[src/rtl/fsecc_mem.sv]
module fsecc_mem #(
  parameter int DEPTH     = 16,
  parameter int MAX_TRIES = 3
) (
  input  logic                      clk,
  input  logic                      rst_n,
  input  logic                      wr_valid,
  output logic                      wr_ready,
  input  logic [$clog2(DEPTH)-1:0]  wr_addr,
  input  logic [6:0]                wr_data,
  input  logic                      rd_en,
  input  logic [$clog2(DEPTH)-1:0]  rd_addr,
  output logic                      rd_valid,
  output logic [6:0]                rd_data,
  output logic                      rd_error,
  output logic                      enc_fault,
  input  logic                      fault_clear,
  input  logic [14:0]               inj_enc_mask,
  input  logic [14:0]               inj_mem_mask,
  input  logic [14:0]               inj_cor_mask
);
  localparam int AW = $clog2(DEPTH);
  localparam int TW = $clog2(MAX_TRIES + 1);
  localparam logic [8:0]  GPOLY = 9'h1D1;
  localparam logic [14:0] CHK   = 15'h008B;

  function automatic logic [14:0] encode(input logic [6:0] d);
    logic [14:0] r;
    r = {d, 8'b0};
    for (int i = 14; i >= 8; i--)
      if (r[i]) r = r ^ (15'(GPOLY) << (i - 8));
    return {d, r[7:0]};
  endfunction

  function automatic logic [14:0] syndrome(input logic [14:0] w);
    logic [14:0] s;
    logic [14:0] row;
    for (int j = 0; j < 15; j++) begin
      row  = (CHK << j) | (CHK >> (15 - j));
      s[j] = ^(w & row);
    end
    return s;
  endfunction

  logic [14:0]   mem [DEPTH];
  logic          busy;
  logic [TW-1:0] tries;
  logic [AW-1:0] lat_addr;
  logic [6:0]    lat_data;

  logic [14:0] enc_cw, raw, syn_raw, corrected, fixed_q, syn_out;
  logic        enc_bad;

  assign wr_ready = !busy && !enc_fault;
  assign enc_cw   = encode(lat_data) ^ inj_enc_mask;
  assign enc_bad  = |syndrome(enc_cw);

  assign raw     = mem[rd_addr] ^ inj_mem_mask;
  assign syn_raw = syndrome(raw);

  for (genvar i = 0; i < 15; i++) begin : g_fix
    logic [2:0] votes;
    assign votes = 3'(syn_raw[i]) + 3'(syn_raw[(i + 14) % 15])
                 + 3'(syn_raw[(i + 12) % 15]) + 3'(syn_raw[(i + 8) % 15]);
    assign corrected[i] = raw[i] ^ (votes >= 3'd3);
  end

  assign fixed_q = corrected ^ inj_cor_mask;
  assign syn_out = syndrome(fixed_q);

  always_ff @(posedge clk or negedge rst_n) begin
    if (!rst_n) begin
      busy      <= 1'b0;
      tries     <= '0;
      enc_fault <= 1'b0;
      lat_addr  <= '0;
      lat_data  <= '0;
      for (int k = 0; k < DEPTH; k++) mem[k] <= '0;
    end else begin
      if (fault_clear) enc_fault <= 1'b0;
      if (wr_valid && wr_ready) begin
        busy     <= 1'b1;
        tries    <= '0;
        lat_addr <= wr_addr;
        lat_data <= wr_data;
      end else if (busy) begin
        if (!enc_bad) begin
          mem[lat_addr] <= enc_cw;
          busy          <= 1'b0;
        end else if (tries == TW'(MAX_TRIES - 1)) begin
          busy      <= 1'b0;
          enc_fault <= 1'b1;
        end else begin
          tries <= tries + 1'b1;
        end
      end
    end
  end

  always_ff @(posedge clk or negedge rst_n) begin
    if (!rst_n) begin
      rd_valid <= 1'b0;
      rd_data  <= '0;
      rd_error <= 1'b0;
    end else begin
      rd_valid <= rd_en;
      rd_error <= rd_en && (|syn_out);
      if (rd_en) rd_data <= fixed_q[14:8];
    end
  end
endmodule

[config.mk]
export PLATFORM = sky130hd
export DESIGN_NAME = fsecc_mem
export DESIGN_NICKNAME = d
export VERILOG_FILES = /design/src/rtl/fsecc_mem.sv
export SDC_FILE = /design/constraint.sdc
export NUM_CORES = 1
export LEC_CHECK = 0
export BUFFER_PORTS_ARGS = -buffer_cell sky130_fd_sc_hd__buf_2
export CAP_MARGIN = 25
export CORE_UTILIZATION = 61
export DETAILED_ROUTE_END_ITERATION = 7
export GPL_ROUTABILITY_DRIVEN = 0
export GPL_TIMING_DRIVEN = 0
export PLACE_DENSITY = 0.85
export RECOVER_POWER = 25
export SLEW_MARGIN = 5
export SYNTH_ARGS = -nofsm -noshare
export SYNTH_HDL_FRONTEND = slang
export SYNTH_SLANG_ARGS = --single-unit
export TNS_END_PERCENT = 100
[constraint.sdc]
create_clock -name clk -period 5.8 [get_ports clk]
set_input_delay 0.58 -clock clk [delete_from_list [all_inputs] [get_ports clk]]
set_output_delay 0.58 -clock clk [all_outputs]
set_load 0.02 [all_outputs]
======== Yosys cells after proc, flatten, opt, wreduce, memory -nomap -nowiden ========
Index checks and enable logic that the tools add are counted.
cells by class
  reduce and logical (&&, ||, !) cells .... 57
  add/subtract/negate cells ............... 46
  muxes and demuxes ....................... 26
  bitwise operators ....................... 29
  equality and inequality tests ........... 2
  $lt $le $gt $ge ......................... 18
operators by type and width
  kind                                                                                 count
  15-bit parity                                                                        45
  240-bit bitwise mux                                                                  1
  15-bit binary-select mux with 4-bit select                                           1
  15-bit demux with 4-bit select                                                       1
  2-bit by 1-bit adder with 3-bit output                                               15
  3-bit by 1-bit adder with 3-bit output                                               15
  3-bit by 2-bit greater-or-equal comparator with 1-bit output, second input constant  15
  15-bit 2-to-1 mux                                                                    3
  15-bit bitwise XOR                                                                   3
  1-bit by 1-bit adder with 2-bit output                                               15
  15-bit OR reduction                                                                  2
  4-bit NOT                                                                            7
  1-bit bitwise XOR                                                                    15
  14-bit 2-to-1 mux                                                                    1
  13-bit 2-to-1 mux                                                                    1
  12-bit 2-to-1 mux                                                                    1
  11-bit 2-to-1 mux                                                                    1
  5-bit greater-or-equal comparator, second input constant                             2
  10-bit 2-to-1 mux                                                                    1
  4-bit NOT with 5-bit output                                                          2
  1-bit 2-to-1 mux                                                                     9
  9-bit 2-to-1 mux                                                                     1
  2-bit 2-to-1 mux                                                                     4
  8-bit 2-to-1 mux                                                                     1
  9 further kinds                                                                      16
word-level totals
  logic and storage cells ................. 202
  register bits after elaboration ......... 264
  output and inout port bits .............. 11
  bits of input ports ..................... 65

======== Longest topological paths before layout ========
  depth after elaboration ................. 20
  depth in mapped cells ................... 23
  gate-level depth less buffers ........... 20

======== Least setup slack after synthesis ========
No wires, ideal clock.
  path kind ............................... input port to flip-flop
  from .................................... in rd_addr[2]
  to ...................................... reg rd_error
  buffers on the path ..................... 4
  cell stages on the path ................. 22
  setup slack ............................. 0.057 ns
  data arrival time ....................... 5.613 ns
  required time ........................... 5.671 ns
  cell sequence ........................... buf_6 -> buf_6 -> buf_6 -> buf_4 -> mux4_2 -> mux2i_1 -> mux2i_1 -> xor2_1 -> xor2_1 -> xnor2_1 -> fa_1 -> ha_1 -> ha_1 -> a21oi_1 -> xnor2_1 -> xnor2_1 -> xor2_1 -> xnor2_1 -> or3_1 -> a21boi_0 -> mux2i_1 -> o41a_1
on the way
  word-level cells in the longest chain between the ends .. 15
  elaborated cells between the ends (all ways) .. 113
  classes of those cells .................. add/sub: 45; order compare: 15; mux: 3; bitwise: 18; reduce/logical: 32
RTL lines
  item                                                          RTL line  source
  from (decl)                                                   12        input logic [$clog2(DEPTH)-1:0] rd_addr,
  4-bit NOT with 5-bit output (not written as such) *           58        assign raw = mem[rd_addr] ^ inj_mem_mask;
  15-bit binary-select mux with 4-bit select *                  58
  15-bit 2-to-1 mux (not written as such) * (2 in a row)        58
  15-bit bitwise XOR *                                          58
  15-bit parity                                                 40        s[j] = ^(w & row);
  1-bit by 1-bit adder with 2-bit output                        63        assign votes = 3'(syn_raw[i]) + 3'(syn_raw[(i + 14) % 15])
  2-bit by 1-bit adder with 3-bit output                        64        + 3'(syn_raw[(i + 12) % 15]) + 3'(syn_raw[(i + 8) % 15]);
  3-bit by 1-bit adder with 3-bit output                        64
  3-bit by 2-bit greater-or-equal comparator with 1-bit output  65        assign corrected[i] = raw[i] ^ (votes >= 3'd3);
  1-bit bitwise XOR                                             65
  15-bit bitwise XOR *                                          68        assign fixed_q = corrected ^ inj_cor_mask;
  15-bit parity                                                 40
  15-bit OR reduction *                                         107       rd_error <= rd_en && (|syn_out);
  1-bit logical AND *                                           107
  to (signal assigned)                                          107
  to (decl)                                                     15        output logic rd_error,
Mark *: on every way between the ends. The rest lies on a longest branch, timed or not. The select of a mux whose other input is x is not followed.
A chain may end at the register's enable or synchronous reset.

======== Final worst setup path ========
Ends and elaborated chain as after synthesis.

==> reports/qor.yml <==
clock_network:
  clock_path_buffers: 3
  cts.htree.levels: 1
  cts-root-buf: "clkbuf_16"
  cts_tree: "built"
  clkTransAtPathRegs_ps: 60
  cts.sinks: 264
  cts_made_buffers: 27
  worstSkewPairLatency_ps: 550
timing:
  period_needed_ps: 5660
  setup_tns_ps: 0
  slew_violations: 113
  tightest_slew_ps: 2840
  slew_headroom_pct: -89.6
  finalWorstSetupSlack_ps: 140
  min_period_over_period_pct: 97.6
  setup_viol: 0
  clock_skew_ps: 25.0
  timing.fmax_ghz: 0.177
  hold_viol: 0
logic_synthesis:
  yosys_warnings: 0
  yosysSeqAreaShare_pct: 43.9
  synth.area.top_cells: "dfrtp_1 44%, mux2_2 20%, mux4_2 7.5%, xnor2_1 6.6%, ha_1 2.8%"
  synth-async-reset-ratio_pct: 100
  synth_edf_count: 0
  synth.top_cell.area_share_pct: 43.9
  synth_nets: 1202
  synth_seq_cells: 264
  syn_area_mm2: 0.0151
  synth_top_cell_by_area: "dfrtp_1"
  ys_types: 63
  syn_inst: 1101
  synthFlopType: "dfrtp_1"
  synth_area_per_cell_um2: 13.7
floorplan:
  core-area_mm2: 0.0242
  initial_core_util_pct: 62.1
  die-area_mm2: 0.0253
  rows: 57
  die_h_um: 159
  fp.dieW_um: 159
  ios: 76
placement:
  dp_worst_setup_slack_ps: -1070
  io_buffer_count: 73
  place_area_mm2: 0.0159
  place_hpwl_mm: 25.3
power:
  ir_drop_uv: 489
  power_switching_share_pct: 40.8
  p_clk_share_pct: 19.9
  cellLeakagePower_nw: 8.36
  powerDensity_mw_per_mm2: 528
  intPower_mw: 5.43
  p_comb_share_pct: 56.4
  p_seq_share_pct: 23.7
  switchingPower_mw: 3.74
drt:
  drcViolationCount: 0
  wire_per_inst_um: 23.8
  first_pass_iters: 5
  drt_wl_total_mm: 37.7
  drt_iter0_drc: 655
  antenna_left: 0
  via_per_inst: 6.11
  route.vias.total: 9673
worst_setup_path:
  crit_type: "in -> reg"
  arrival_ps: 6070
  cp_max_fo: 10
  crit_required_ps: 6210
  startpoint_type: "input pin"
  worst_setup_path_end_kind: "flop"
  r2r_setup_slack_ps: 410
layout:
  layout.nets: 1341
  drive_gt1_share_pct: 43.1
  multi_input_comb_area_mm2: 0.00829
  layout-area-overhead-vs-synth_pct: 15.3
  num-fill-cells: 1591
  regArea_mm2: 0.00661
  fin_util_pct: 71.6
  antenna_cells: 0
  final_area_mm2: 0.0174
global_routing:
  antenna_found_initial: 0
  grt_pass1_wl_mm: 58.3
  grt_pass1_vias: 10200
  grt_usage_pct: 30.2
  grt_start_max_net_pins: 114
  grt_overflow: 0
run_status:
  outcome: "complete, but fails checks"
  violations: "capacitance limit, slew limit"
worst_hold_path:
  hp-class: "in -> reg"
run:
  max_cap_viol_count: 1
[final cells by class]
type	instances	area share (%)
inverter	20	0.433
clock inverter	12	0.995
buffer	64	2.13
multi-input combinational	753	47.8
tap	324	2.34
timing repair buffer	110	3.91
clock buffer	36	4.38
sequential	264	38.1
[cell usage in the layout (no fill, tap or decap), drive strengths merged, types with 2 or more instances in the layout]
cell and instances:
and3 2, xor2 53, nand3b 4, nor3b 2, nand3 9, nor3 11
dfrtp 264, inv 22, mux2 264, clkinv 4, xnor3 11, nor2 27
a31oi 3, and2 9, ha 34, nand2 11, clkinvlp 2, mux4 52
fa 2, o21ai 9, bufinv 4, xnor2 123, or3 6, nand2b 11
o22ai 6, buf 128, a221oi 4, a21oi 13, nand4 2, a21o 8
or2 3, clkbuf 81, mux2i 42, a22oi 6, nor2b 9, o21bai 4
[power groups by stage]
stage / sequential (mW) / clock, mW / combinational, mW
2_1_floorplan: 2.20 / 0 / 3.70
5_1_grt: 2.19 / 1.92 / 5.65
6_report: 2.17 / 1.83 / 5.17
3_3_place_gp: 2.18 / 0 / 4.61
4_1_cts: 2.17 / 1.84 / 4.88
3_5_place_dp: 2.20 / 0 / 4.77
[Yosys cell counts, types with 4 or more instances]
cell	count
o21bai_1	4
ha_1	34
buf_2	16
o21ai_0	4
xnor2_2	9
a21oi_1	13
nand2_1	11
a21o_1	8
a22oi_1	5
or3_1	6
inv_1	17
nand2b_1	11
o22ai_1	6
nand3b_1	4
nor3_1	10
dfrtp_1	264
mux2_2	261
clkbuf_1	38
nor2b_1	9
mux2i_1	40
nor2_1	27
buf_6	7
xnor3_1	11
xnor2_1	113
and2_1	9
nand3_1	8
xor2_2	7
xor2_1	45
mux4_2	50
[critical path: stages]
cell and delay (ps):
buf_2 170, buf_12 170, buf_8 190, buf_8 170, buf_8 180, mux4_2 520
mux2i_1 160, mux2i_1 160, xor2_2 200, buf_4 180, buf_4 140, xor2_1 170
xnor2_2 160, buf_4 160, xnor2_1 130, ha_1 310, and2_1 150, ha_1 280
nor2_1 60, mux2i_2 220, o21ai_4 120, xor2_4 200, buf_4 150, xnor2_1 130
or3_1 310, a21oi_1 140, mux2i_1 90, o41a_1 420
[registers in the layout, indices dropped and copies added, names as in the netlist]
register / count
lat_addr: 4
rd_error: 1
rd_data: 7
tries: 2
lat_data: 7
enc_fault: 1
rd_valid: 1
mem: 240
busy: 1
[through the flow]
stage	power (mW)	hold WS [ps]	std cells
2_1_floorplan	5.90	284	1101
3_3_place_gp	6.80	479	1498
3_5_place_dp	6.97	443	1502
4_1_cts	8.89	200	1559
5_1_grt	9.77	221	1583
6_report	9.17	212	1583
[cells by family (layout without fill, tap and decap cells)]
logic type	count (synthesis)	in the layout	share of synthesized area, %
XOR/XNOR	188	188	13.1
AND/OR/NAND/NOR	108	108	3.82
adder cells (fa/ha/maj)	36	36	3.09
AO/OA/AOI/OAI	63	63	2.96
buffers and inverters	84	242	2.65
multiplexers	358	358	30.5
flip-flops	264	264	43.9
[per-layer routing]
metal	vias up	part of all wire [%]	track usage, %	routed length (um)
met5	-	0	0	0
met4	0	4.4	14.2	1650
met3	111	7.4	6.33	2790
met2	359	49	49.3	18600
met1	4986	39	38.8	14600
li1	4217	-	-	-
[final timing paths]
check                                      from                   end  cells after the start
max reg2reg                  mem[5]$_DFFE_PN0P_    rd_error$_DFF_PN0_                     19
min                                 fault_clear   enc_fault$_DFF_PN0_                      2
min in group asynchronous                 rst_n  mem[123]$_DFFE_PN0P_                      2
min reg2reg                mem[160]$_DFFE_PN0P_  mem[160]$_DFFE_PN0P_                      1
max                                  rd_addr[2]    rd_error$_DFF_PN0_                     28
max in group asynchronous                 rst_n   mem[98]$_DFFE_PN0P_                      5
[repair_timing]
item,CTS,global route
gates resized for setup,11,36
hold buffers,1,0
endpoints found under the setup margin,1,1
pin swaps,6,9
setup buffers,8,22
endpoints found under the hold margin,26,0
No activity file was read; power rests on OpenSTA's default activity.
